### src/rtl/tpf_pkg.sv
`timescale 1ns/1ps
package tpf_pkg;

  typedef enum logic [1:0] {
    ST_DATA = 2'd0,
    ST_PAD  = 2'd1,
    ST_FCS  = 2'd2
  } tpf_state_e;

  localparam int          FCS_BYTES    = 4;
  localparam int          FCS_IDX_W    = $clog2(FCS_BYTES);
  localparam logic [31:0] CRC_POLY_REF = 32'hEDB88320;
  localparam logic [31:0] CRC_SEED     = 32'hFFFFFFFF;

  // Reflected CRC-32 advance by one byte, LSB of the byte first.
  function automatic logic [31:0] crc_advance(input logic [31:0] c, input logic [7:0] b);
    logic [31:0] r;
    r = c ^ {24'd0, b};
    for (int k = 0; k < 8; k++) begin
      r = r[0] ? ((r >> 1) ^ CRC_POLY_REF) : (r >> 1);
    end
    return r;
  endfunction

endpackage

### src/rtl/tpf_crc_acc.sv
`timescale 1ns/1ps
module tpf_crc_acc
  import tpf_pkg::*;
(
  input  logic                 clk,
  input  logic                 rst_n,
  input  logic                 upd_en,
  input  logic                 restart,
  input  logic [7:0]           din,
  input  logic [FCS_IDX_W-1:0] byte_sel,
  output logic [7:0]           fcs_byte
);

  logic [31:0] crc_r;
  logic [31:0] crc_base;
  logic [31:0] crc_nx;

  always_comb begin
    crc_base = restart ? CRC_SEED : crc_r;
    crc_nx   = crc_advance(crc_base, din);
    fcs_byte = ~crc_r[8*byte_sel +: 8];
  end

  always_ff @(posedge clk or negedge rst_n) begin
    if (!rst_n) begin
      crc_r <= CRC_SEED;
    end else if (upd_en) begin
      crc_r <= crc_nx;
    end
  end

endmodule

### src/rtl/tpf_len_track.sv
`timescale 1ns/1ps
module tpf_len_track #(
  parameter int MIN_DATA = 60,
  parameter int CNT_W    = 16
) (
  input  logic clk,
  input  logic rst_n,
  input  logic step,
  input  logic restart,
  output logic below_min
);

  localparam logic [CNT_W-1:0] MIN_C   = CNT_W'(MIN_DATA);
  localparam logic [CNT_W-1:0] CNT_TOP = {CNT_W{1'b1}};

  logic [CNT_W-1:0] cnt_r;
  logic [CNT_W-1:0] cnt_base;
  logic [CNT_W-1:0] cnt_inc;

  always_comb begin
    cnt_base  = restart ? '0 : cnt_r;
    cnt_inc   = (cnt_base == CNT_TOP) ? cnt_base : cnt_base + 1'b1;
    below_min = (cnt_inc < MIN_C);
  end

  always_ff @(posedge clk or negedge rst_n) begin
    if (!rst_n) begin
      cnt_r <= '0;
    end else if (step) begin
      cnt_r <= cnt_inc;
    end
  end

endmodule

### src/rtl/tpf_ctrl.sv
`timescale 1ns/1ps
module tpf_ctrl
  import tpf_pkg::*;
(
  input  logic                 clk,
  input  logic                 rst_n,
  input  logic                 in_valid,
  input  logic                 in_sof,
  input  logic                 in_eof,
  input  logic                 in_add_fcs,
  input  logic                 cfg_pad_en,
  input  logic                 cfg_fcs_off,
  input  logic                 out_ready,
  input  logic                 below_min,
  output tpf_state_e           st,
  output logic                 in_ready,
  output logic                 out_valid,
  output logic                 out_last,
  output logic                 step,
  output logic                 start_byte,
  output logic [FCS_IDX_W-1:0] fcs_idx
);

  localparam logic [FCS_IDX_W-1:0] IDX_LAST = FCS_IDX_W'(FCS_BYTES - 1);

  tpf_state_e           st_r, st_nx;
  logic                 pad_r, pad_nx, pad_eff;
  logic                 fcs_r, fcs_nx, fcs_eff;
  logic [FCS_IDX_W-1:0] idx_r, idx_nx;

  always_comb begin
    st_nx      = st_r;
    pad_nx     = pad_r;
    fcs_nx     = fcs_r;
    idx_nx     = idx_r;
    pad_eff    = pad_r;
    fcs_eff    = fcs_r;
    in_ready   = 1'b0;
    out_valid  = 1'b0;
    out_last   = 1'b0;
    step       = 1'b0;
    start_byte = 1'b0;
    case (st_r)
      ST_DATA: begin
        start_byte = in_sof;
        if (in_sof) begin
          pad_eff = cfg_pad_en;
          fcs_eff = !cfg_fcs_off || in_add_fcs;
        end
        in_ready  = out_ready;
        out_valid = in_valid && out_ready;
        step      = out_valid;
        out_last  = in_eof && !(pad_eff && below_min) && !fcs_eff;
        if (step) begin
          pad_nx = pad_eff;
          fcs_nx = fcs_eff;
          if (in_eof) begin
            idx_nx = '0;
            if (pad_eff && below_min) begin
              st_nx = ST_PAD;
            end else if (fcs_eff) begin
              st_nx = ST_FCS;
            end
          end
        end
      end
      ST_PAD: begin
        out_valid = out_ready;
        step      = out_ready;
        out_last  = !below_min && !fcs_r;
        if (step && !below_min) begin
          idx_nx = '0;
          st_nx  = fcs_r ? ST_FCS : ST_DATA;
        end
      end
      ST_FCS: begin
        out_valid = out_ready;
        out_last  = (idx_r == IDX_LAST);
        if (out_ready) begin
          if (idx_r == IDX_LAST) begin
            idx_nx = '0;
            st_nx  = ST_DATA;
          end else begin
            idx_nx = idx_r + 1'b1;
          end
        end
      end
      default: begin
        st_nx = ST_DATA;
      end
    endcase
  end

  always_ff @(posedge clk or negedge rst_n) begin
    if (!rst_n) begin
      st_r  <= ST_DATA;
      pad_r <= 1'b0;
      fcs_r <= 1'b0;
      idx_r <= '0;
    end else begin
      st_r  <= st_nx;
      pad_r <= pad_nx;
      fcs_r <= fcs_nx;
      idx_r <= idx_nx;
    end
  end

  assign st      = st_r;
  assign fcs_idx = idx_r;

endmodule

### src/rtl/tpf_tx_pad_fcs.sv
`timescale 1ns/1ps
module tpf_tx_pad_fcs
  import tpf_pkg::*;
#(
  parameter int MIN_DATA = 60,
  parameter int CNT_W    = 16
) (
  input  logic       clk,
  input  logic       rst_n,
  input  logic       cfg_pad_en,
  input  logic       cfg_fcs_off,
  input  logic       in_valid,
  output logic       in_ready,
  input  logic [7:0] in_data,
  input  logic       in_sof,
  input  logic       in_eof,
  input  logic       in_add_fcs,
  output logic       out_valid,
  input  logic       out_ready,
  output logic [7:0] out_data,
  output logic       out_last
);

  tpf_state_e           st;
  logic                 step;
  logic                 start_byte;
  logic                 below_min;
  logic [FCS_IDX_W-1:0] fcs_idx;
  logic [7:0]           crc_din;
  logic [7:0]           fcs_byte;

  tpf_ctrl u_ctrl (
    .clk        (clk),
    .rst_n      (rst_n),
    .in_valid   (in_valid),
    .in_sof     (in_sof),
    .in_eof     (in_eof),
    .in_add_fcs (in_add_fcs),
    .cfg_pad_en (cfg_pad_en),
    .cfg_fcs_off(cfg_fcs_off),
    .out_ready  (out_ready),
    .below_min  (below_min),
    .st         (st),
    .in_ready   (in_ready),
    .out_valid  (out_valid),
    .out_last   (out_last),
    .step       (step),
    .start_byte (start_byte),
    .fcs_idx    (fcs_idx)
  );

  tpf_len_track #(
    .MIN_DATA(MIN_DATA),
    .CNT_W   (CNT_W)
  ) u_len (
    .clk      (clk),
    .rst_n    (rst_n),
    .step     (step),
    .restart  (start_byte),
    .below_min(below_min)
  );

  tpf_crc_acc u_crc (
    .clk     (clk),
    .rst_n   (rst_n),
    .upd_en  (step),
    .restart (start_byte),
    .din     (crc_din),
    .byte_sel(fcs_idx),
    .fcs_byte(fcs_byte)
  );

  always_comb begin
    crc_din = (st == ST_DATA) ? in_data : 8'h00;
    case (st)
      ST_DATA: out_data = in_data;
      ST_FCS:  out_data = fcs_byte;
      default: out_data = 8'h00;
    endcase
  end

endmodule

### config.mk
export PLATFORM = sky130hd
export DESIGN_NAME = tpf_tx_pad_fcs
export DESIGN_NICKNAME = d
export VERILOG_FILES = /design/src/rtl/tpf_pkg.sv /design/src/rtl/tpf_crc_acc.sv /design/src/rtl/tpf_len_track.sv /design/src/rtl/tpf_ctrl.sv /design/src/rtl/tpf_tx_pad_fcs.sv
export SDC_FILE = /design/constraint.sdc
export NUM_CORES = 1
export LEC_CHECK = 0
export ABC_CLOCK_PERIOD_IN_PS = 3750
export BUFFER_PORTS_ARGS = -buffer_cell sky130_fd_sc_hd__buf_2
export CAP_MARGIN = 0
export CORE_MARGIN = 5
export CORE_UTILIZATION = 31
export CTS_CLUSTER_SIZE = 25
export DETAILED_ROUTE_END_ITERATION = 7
export GPL_TIMING_DRIVEN = 0
export PLACE_DENSITY = 0.5
export REMOVE_ABC_BUFFERS = 1
export SYNTH_ARGS = -nofsm -noshare
export SYNTH_HDL_FRONTEND = slang
export SYNTH_HIERARCHICAL = 1
export SYNTH_SLANG_ARGS = --single-unit
### constraint.sdc
create_clock -name clk -period 3.75 [get_ports clk]
set_clock_uncertainty 0.15 [all_clocks]
set_input_delay 0.75 -clock clk [delete_from_list [all_inputs] [get_ports clk]]
set_output_delay 0.75 -clock clk [all_outputs]
set_load 0.01 [all_outputs]
==> summary.md <==
| Metric | Value |
|---|---|
| Status | `complete, but fails checks` |
| Failing checks | `setup timing` |
| Antenna violations before repair | `1` |
| Tcrit/Tclk final | `1.08` |
| Async S/R FF share, synth | `1.00` |
| Cells on worst reg2reg path | `21` |
| Area of the core | `roughly 15000 µm²` |
| Sink Count | `54` |
| Max incr delay on CP | `0.52 ns` |
| ANT cells | `0` |
| CP Data Arrival Time | `3.16 ns` |
| Clock transition at path regs | `0.07 ns` |
| All-Layer GR Usage | `0.137` |
| Syn Std Cell Area | `4600 µm²` |
| Placement Rows | `44` |
| WL per Instance | `between 15 and 20 µm` |
| Number of remaining DRC errors | `0` |
| Worst Max-Slew Pin Slew | `0.788 ns` |
| Antenna-violating nets left | `0` |
| Buf+Inv Stages, Crit Path | `4` |
| Total wire length | `11800 µm` |
| Reg2reg end | `u_ctrl/st[1]$_DFFE_PN0P_` |
| Critical path class | `register to output port` |
| Setup Total Neg Slack | `-0.426 ns` |
| Yosys warns | `6` |
| Most frequent cells in the layout | `77 x nor2_1, 67 x xnor2_1, 33 x a21oi_1` |
| HP Class | `register to register` |
| Largest net degree at the start of global routing | `55` |
| I/O pins | `28` |
| Critical path's slowest cell | `a211oi_1` |
| # fillers | `1461` |
| Htree depth | `2` |
| Initial Utilization | `0.317` |
| Yosys cell types | `around 70` |
| FF-to-FF Start | `u_ctrl/st[0]$_DFFE_PN0P_` |
| CP required | `between 2 and 3 ns` |
| Setup violations, final | `3` |
| CP delay by family, top | `simple AND/OR/NAND/NOR gates` |
| Worst setup margin | `-0.306 ns` |
| Flops & latches, synth | `54` |
| Sequential share of the synthesized area | `0.302` |
| Hold-fix buffers, CTS | `0` |
| Critical path startpoint | `u_ctrl/st[0]$_DFFE_PN0P_` |
| Most used cell, CP | `inv_2` |
| Slew HR | `0.474` |
| Detail Placement HPWL | `7330 µm` |
| Unrepaired setup endpoints after global routing | `yes` |
| Cells along the critical path | `inv_2, ha_4, and2_4, buf_6, and4b_1, and3_4, nand3_1, nor3_1, a211oi_1, nor3_4, inv_2, o2111ai_2, a21oi_1, buf_2` |
| Crit path max fanout | `7` |
| Count of mapped cells out of synthesis | `491` |
| Die area | `17400 µm²` |
| Max-slew violations | `0` |
| Yosys top cell area share | `0.183` |
| Die span in x | `about 130 µm` |
| Post-synth EDFFs | `0` |
| Crit path time final | `between 4 and 5 ns` |
| DRT iter0 DRCs | `241` |
| Worst-Skew Late Latency | `roughly 0.3 ns` |
| Vias | `3593` |
| Synth area leaders | `dfstp_2 18%, xnor2_1 13%, dfrtp_1 12%, nor2_1 6.3%, mux4_2 3.9%` |
| First-pass GRT wire length | `19400 µm` |
| Pre-antenna DRT Iters | `4` |
| Fmax | `0.247 GHz` |
| End point of the critical path | `out_last` |
| Syn avg cell area | `9.37 µm²` |
| Share of layout cells above drive strength 1 | `0.317` |
| Die H | `132 µm` |
| Fin nets | `roughly 540` |
| Fin. Hold Viols | `0` |
| Reg2Reg Setup Slack | `-0.10 ns` |
| GPL Wtd Cong | `0.816` |
| Crit. path cell count | `14` |
| TritonCTS Buffers | `5` |
| Crit. End Element | `output port` |
| Vias/cell | `5.13` |
| Root buf cell | `clkbuf_16` |
| CTS tree | `built` |
| Crit start category | `register` |
| Start point of the worst hold path | `u_crc/crc_r[31]$_DFFE_PN1P_` |
| Max-cap violation count | `0` |
| Vias in the first global route | `3616` |
| Max Root-Sink Buffers | `2` |
| IO buf count | `27` |
| Synthesis-to-finish area growth | `15.3%` |
| Most common cell after layout, fill and taps aside | `nor2_1` |
| Total grt overflow | `0` |
| Yosys top cell by area | `dfstp_2` |
| Top_reg_cell synth | `dfstp_2` |
[tightest hold or removal path: stages, from the launching register on]
cell and delay, ns:
dfstp_2 0.38, inv_1 0.05, mux2i_1 0.05
[metrics by stage]
stage / instances / cell area, µm² / setup slack (ns) / util / hold slack [ns]
after floorplan: 456 / 4390 / -0.698 / - / 0.300
after global placement: 667 / 4750 / -1.78 / 0.327 / 0.319
after detailed placement: 668 / 4780 / -1.80 / 0.329 / 0.321
after CTS: 698 / 5220 / -0.236 / 0.359 / 0.335
after global routing: 701 / 5310 / -0.508 / 0.365 / 0.370
final: 701 / 5310 / -0.306 / 0.365 / 0.330
[how the worst min path moves through the flow]
stage,endpoint,slack (ns),depth (start not counted)
floorplan,u_ctrl/fcs_idx[0]$_DFFE_PN0P_,0.30,0
global route,u_crc/crc_r[31]$_DFFE_PN1P_,0.37,2
global placement,u_crc/crc_r[31]$_DFFE_PN1P_,0.32,2
finish,u_crc/crc_r[31]$_DFFE_PN1P_,0.33,2
detailed placement,u_crc/crc_r[31]$_DFFE_PN1P_,0.32,2
CTS,u_crc/crc_r[31]$_DFFE_PN1P_,0.33,2
[routing by layer]
metal  vias to the layer above  part of all wire  GRT usage
li1                       1733                 -          -
met1                      1777              0.48      0.191
met2                        71              0.47      0.219
met3                        10             0.035     0.0240
met4                         2            0.0097     0.0354
met5                         -           0.00093          0
[kinds of logic (layout without fill, tap and decap cells)]
| group | count (synthesis) | in the layout | synth area share |
|---|---|---|---|
| compound gates | 80 | 80 | 0.114 |
| fa+ha+maj | 6 | 6 | 0.0163 |
| mux | 41 | 41 | 0.116 |
| simple gates | 159 | 161 | 0.183 |
| flops | 54 | 54 | 0.302 |
| xor+xnor | 97 | 97 | 0.206 |
| buf+inv | 54 | 78 | 0.0617 |
[sequential cells by signal (all words and copies together) (netlist names)]
register / count
u_ctrl/fcs_r: 1
u_ctrl/st: 2
u_ctrl/pad_r: 1
u_len/cnt_r: 16
u_crc/crc_r: 32
u_ctrl/fcs_idx: 2
[layout make-up]
cell class	instances	area (µm²)	area share
Multi-Input combinational cell	385	3060	0.577
Sequential cell	54	1400	0.264
Clock buffer	8	189	0.0356
Inverter	19	73.8	0.0139
Timing Repair Buffer	51	353	0.0665
Tap cell	184	230	0.0434
[cell usage after synthesis (2+ instances only)]
cell type and n:
and3_4 2, a41oi_1 2, mux2_2 14, mux4_2 8
nand2_1 18, nand4_1 6, dfrtp_1 22, and2_2 2
o2bb2ai_1 8, a22oi_1 2, clkbuf_1 12, o211ai_1 2
xnor3_1 2, nor2_2 2, buf_1 2, xor2_1 20
and2_1 10, and4b_4 2, a31oi_1 4, buf_2 11
o21ai_1 4, ha_1 6, o2111ai_1 2, o22ai_1 3
buf_4 2, a211oi_1 3, xnor2_1 68, nor3_1 7
o21ai_0 5, xnor2_2 4, buf_6 8, inv_1 18
nor2_1 77, a21oi_1 34, nor2b_1 4, and4_1 2
mux2i_1 17, dfstp_2 32, nand3_1 11
[timing repair]
action,CTS,global route
resized for setup,26,11
buffers inserted,20,3
gates cloned,2,0
endpoints found under the setup margin,38,3
pin swaps,11,10
Power is left out: the tool's default activity adds up to more than one toggle a clock period on the data nets, which glitch-free logic cannot reach.
